### config.mk
export PLATFORM = sky130hd
export DESIGN_NAME = xdata_router
export DESIGN_NICKNAME = d
export VERILOG_FILES = /design/src/rtl/xdata_router.sv
export SDC_FILE = /design/constraint.sdc
export NUM_CORES = 2
export LEC_CHECK = 0
export ABC_CLOCK_PERIOD_IN_PS = 4760
export BUFFER_PORTS_ARGS = -buffer_cell sky130_fd_sc_hd__clkbuf_2
export CAP_MARGIN = 10
export CORE_UTILIZATION = 50
export DETAILED_ROUTE_END_ITERATION = 10
export GPL_ROUTABILITY_DRIVEN = 0
export PLACE_DENSITY_LB_ADDON = 0.25
export SLEW_MARGIN = 0
export SYNTH_ARGS = -nofsm -noshare
export SYNTH_HDL_FRONTEND = slang
export SYNTH_SLANG_ARGS = --single-unit
### constraint.sdc
create_clock -name clk -period 4.76 [get_ports clk]
set_input_delay 0.714 -clock clk [delete_from_list [all_inputs] [get_ports clk]]
set_output_delay 0.714 -clock clk [all_outputs]
set_load 0.1 [all_outputs]
### src/rtl/xdata_router.sv
module xdata_router #(
  parameter int AW = 16,
  parameter int DW = 8,
  parameter int RAM_DEPTH = 256,
  parameter int SW = 3,
  parameter int LW = 3,
  parameter int INT_CYCLES = 2,
  parameter logic [7:0] MODE_ADDR = 8'hC4,
  parameter logic [7:0] STRETCH_ADDR = 8'hC5
) (
  input  logic          clk,
  input  logic          rst_n,
  input  logic          cfg_we,
  input  logic [7:0]    cfg_addr,
  input  logic [7:0]    cfg_wdata,
  input  logic          req_valid,
  input  logic          req_we,
  input  logic [AW-1:0] req_addr,
  input  logic [DW-1:0] req_wdata,
  output logic          busy,
  output logic          done,
  output logic [DW-1:0] rd_data,
  input  logic [LW-1:0] lock_bits,
  output logic          ext_strobe,
  output logic          ext_we,
  output logic [AW-1:0] ext_addr,
  output logic [DW-1:0] ext_wdata,
  input  logic [DW-1:0] ext_rdata
);
  localparam int RAW = $clog2(RAM_DEPTH);
  localparam int MAXLEN = INT_CYCLES + (1 << SW) - 1;
  localparam int CW = $clog2(MAXLEN);
  localparam logic [AW-1:0] STAT_ADDR = {AW{1'b1}} - AW'(3);

  typedef enum logic [1:0] {TGT_EXT, TGT_RAM, TGT_STAT, TGT_NONE} tgt_t;

  logic [1:0]    mode_q;
  logic [SW-1:0] stretch_q;
  logic [DW-1:0] mem [RAM_DEPTH];
  logic          active;
  logic [CW-1:0] cnt;
  tgt_t          tgt_q, tgt_d;
  logic          we_q;
  logic [AW-1:0] addr_q;
  logic [DW-1:0] wdata_q, hold_q;
  logic          accept;
  logic          in_low;
  logic [CW-1:0] len_m1;

  assign accept = req_valid && !active;
  assign in_low = req_addr < AW'(RAM_DEPTH);

  always_comb begin
    tgt_d = TGT_EXT;
    unique case (mode_q)
      2'b01: tgt_d = in_low ? TGT_RAM : TGT_EXT;
      2'b11: begin
        if (in_low)                      tgt_d = TGT_RAM;
        else if (req_addr == STAT_ADDR)  tgt_d = req_we ? TGT_NONE : TGT_STAT;
        else if (req_addr > STAT_ADDR)   tgt_d = TGT_NONE;
        else                             tgt_d = TGT_EXT;
      end
      default: tgt_d = TGT_EXT;
    endcase
  end

  assign len_m1 = (tgt_d == TGT_EXT) ? CW'(INT_CYCLES - 1) + CW'(stretch_q)
                                     : CW'(INT_CYCLES - 1);

  always_ff @(posedge clk or negedge rst_n) begin
    if (!rst_n) begin
      mode_q    <= 2'b00;
      stretch_q <= '0;
    end else if (cfg_we) begin
      if (cfg_addr == MODE_ADDR)    mode_q    <= cfg_wdata[1:0];
      if (cfg_addr == STRETCH_ADDR) stretch_q <= cfg_wdata[SW-1:0];
    end
  end

  always_ff @(posedge clk or negedge rst_n) begin
    if (!rst_n) begin
      active  <= 1'b0;
      cnt     <= '0;
      tgt_q   <= TGT_NONE;
      we_q    <= 1'b0;
      addr_q  <= '0;
      wdata_q <= '0;
      hold_q  <= '0;
    end else if (accept) begin
      active  <= 1'b1;
      cnt     <= len_m1;
      tgt_q   <= tgt_d;
      we_q    <= req_we;
      addr_q  <= req_addr;
      wdata_q <= req_wdata;
      case (tgt_d)
        TGT_RAM:  hold_q <= mem[req_addr[RAW-1:0]];
        TGT_STAT: hold_q <= DW'(lock_bits);
        default:  hold_q <= '0;
      endcase
    end else if (active) begin
      if (cnt == '0) active <= 1'b0;
      else           cnt    <= cnt - 1'b1;
    end
  end

  always_ff @(posedge clk) begin
    if (accept && tgt_d == TGT_RAM && req_we)
      mem[req_addr[RAW-1:0]] <= req_wdata;
  end

  assign busy       = active;
  assign done       = active && cnt == '0;
  assign ext_strobe = active && tgt_q == TGT_EXT;
  assign ext_we     = ext_strobe && we_q;
  assign ext_addr   = ext_strobe ? addr_q : '0;
  assign ext_wdata  = ext_we ? wdata_q : '0;
  assign rd_data    = !done || we_q ? '0 :
                      (tgt_q == TGT_EXT) ? ext_rdata : hold_q;
endmodule


==> reports/qor.csv <==
metric,value,unit
grt_overflow_total,0,
drtIter0Drc,6110,
yosysUniqueCellTypes,81,
ys_seq_area_share,76.2,%
synth_cells,3979,
grt_pass1_wl,325000,µm
cts.repair.resized,0,
outcome,"complete, no violations",
final_core_util,58.5,%
cap_violations,0,
drv_slew,0,
max_freq,0.266,GHz
fin_cells,6937,
nFillCells,11900,
worst-setup-path-type,in -> reg,
core,0.163,mm²
finalSetupViolCount,0,
cts.path.max_buffers,3,
nNetsFinal,4660,
num_rows,148,
drc_errors,0,
final_cell_mix,"2048 x edfxtp_1, 521 x buf_4, 448 x mux4_2",
via_per_inst,6.36,
worstPathRequired,5.54,ns
tightest_slew,1.23,ns
grt_max_degree,153,
layout_commonest_cell,edfxtp_1,
regArea,0.0626,mm²
synth_edf_count,2048,
synthFlopType,edfxtp_1,
syn_nets,4042,
start_util,50.4,%
io_pins,92,
ir_worst_vdd,837,µV
antenna_found_initial,7,
fin_crit_sh,79.0,%
startpoint_type,input port,
die-area,0.166,mm²
multiInputGateArea,0.0180,mm²
place_inst,6564,
cts_made_buffers,205,
ys_seq_elements,2093,
syn_area_per_cell,20.6,µm²
cp-end-kind,flip-flop,
dpl.hpwl,145000,µm
stdcell_area,0.0954,mm²
synthArstFlopShare,2.15,%
cts_root_buf,clkbuf_16,
fin_crit,3.76,ns
die_y,407,µm
worst_slew_margin_rel,17.7,%
placed_cell_area,0.0888,mm²
clock-skew-final,0.0451,ns
hp-class,in -> reg,
synthesis.area,0.0822,mm²
portBuffers,86,
ant_nets,0,
dieWidth,407,µm
vias,44100,
powerDensity,416,mW/mm²
hold_viol,0,
grt_pass1_vias,43600,
wl_per_cell,33.2,µm
clk_pin_slew,0.06,ns
drive_above_1_share,30.1,%
firstDrtPassIters,5,
htree_num_levels,4,
cts.sinks,2093,
tns,0,ns
rsz0062_at_grt,no,
clk_latency,0.85,ns
area_delta_synth_final,16.1,%
wirelength,230000,µm
critical_path_peak_fanout,5,
grtUsageTotal,27.8,%
cts_tree,done,
cp.arrival,4.54,ns
power.leakage,0.0314,µW
synth_warnings,0,
==> routing by layer <==
layer	GRT usage (%)	routed length, µm
met3	5.97	25200
met4	11.1	10000
met2	42.2	106000
met5	0	12
met1	39.6	88700
==> worst max-delay path: stages <==
cell and delay [ns]:
clkbuf_2 0.09, nand2_1 0.22, nor2_1 0.21, nand2_1 0.31
or4_1 0.65, inv_1 0.10, a21oi_1 0.14, ha_1 0.38
nand3_1 0.36, buf_4 0.29, a211oi_1 0.25, o31ai_1 0.21
nor4_1 0.33, buf_4 0.19, a221o_1 0.10
==> cells in the mapped netlist (17+ instances only) <==
cell type / count / area, µm²
o21ai_0: 42 / 210
and2_1: 19 / 119
nand3_1: 38 / 190
a221oi_1: 26 / 228
mux4_1: 26 / 683
a22o_1: 19 / 166
dfrtp_1: 43 / 1080
nor2_1: 307 / 1150
clkbuf_1: 92 / 345
mux2i_1: 172 / 1720
a21oi_1: 33 / 165
a22oi_1: 71 / 533
buf_2: 50 / 250
buf_4: 55 / 413
buf_6: 27 / 304
and3_1: 23 / 144
nor3_1: 17 / 85.1
nand2_1: 155 / 582
mux4_2: 448 / 10100
edfxtp_1: 2048 / 61500
o22ai_1: 33 / 206
==> path summary, 6_finish.rpt <==
path | from | end | slack [ns] | cells after the start
worst max-delay path | req_addr[7] | hold_q[1] | 1.0 | 15
worst min-delay path | req_addr[8] | addr_q[8] | 0.10 | 3
worst max register to register | mode_q[0] | hold_q[1] | 1.34 | 12
worst min register to register | wdata_q[0] | wdata_q[0] | 0.47 | 2
max in group asynchronous | rst_n | hold_q[4] | 3.84 | 3
min in group asynchronous | rst_n | wdata_q[2] | 0.50 | 3
==> final cells by class <==
class,instances,share of cell area (%)
tap,2175,2.85
inverter,8,0.0367
timing repair buffer,653,5.63
sequential,2093,65.7
clock buffer,266,5.79
clock inverter,104,1.08
multi-input combinational,1636,18.9
antenna,2,0.00525
==> logic make-up after synthesis <==
logic type                 count (synthesis)  synth area share [%]
adders and majority gates                  7                 0.107
DFF                                     2093                  76.2
muxes                                    662                  15.4
xor gates and xnor gates                   2                0.0213
buffers and inverters                    250                  1.89
and+or+nand+nor                          635                  3.42
AOI/OAI and AO/OA                        330                  2.90
==> report_power, final <==
group	switching [µW]	internal, µW
Combinational	2470	934
Sequential	93.8	20300
Clock	6820	9030
==> stage by stage <==
stage                     power [µW]  hold WS (ns)  worst slack [ns]
after detailed placement       24200         0.457             0.254
final                          39700         0.103             0.999
after global routing           40700         0.103             0.814
after floorplan                23000         0.418            0.0342
after global placement         24200         0.452             0.349
after CTS                      39900        0.0629              1.02
==> repair_timing <==
action | CTS | global route
hold endpoints to repair | 43 | 0
setup buffers | 0 | 0
hold buffers | 1 | 0
==> state kept, by name, indices dropped and copies added (netlist names) <==
register,cells
addr_q,16
busy,1
cnt,4
hold_q,8
mem,2048
mode_q,2
stretch_q,3
tgt_q,2
wdata_q,8
we_q,1
Note: power is estimated with default switching activity, not from simulation.
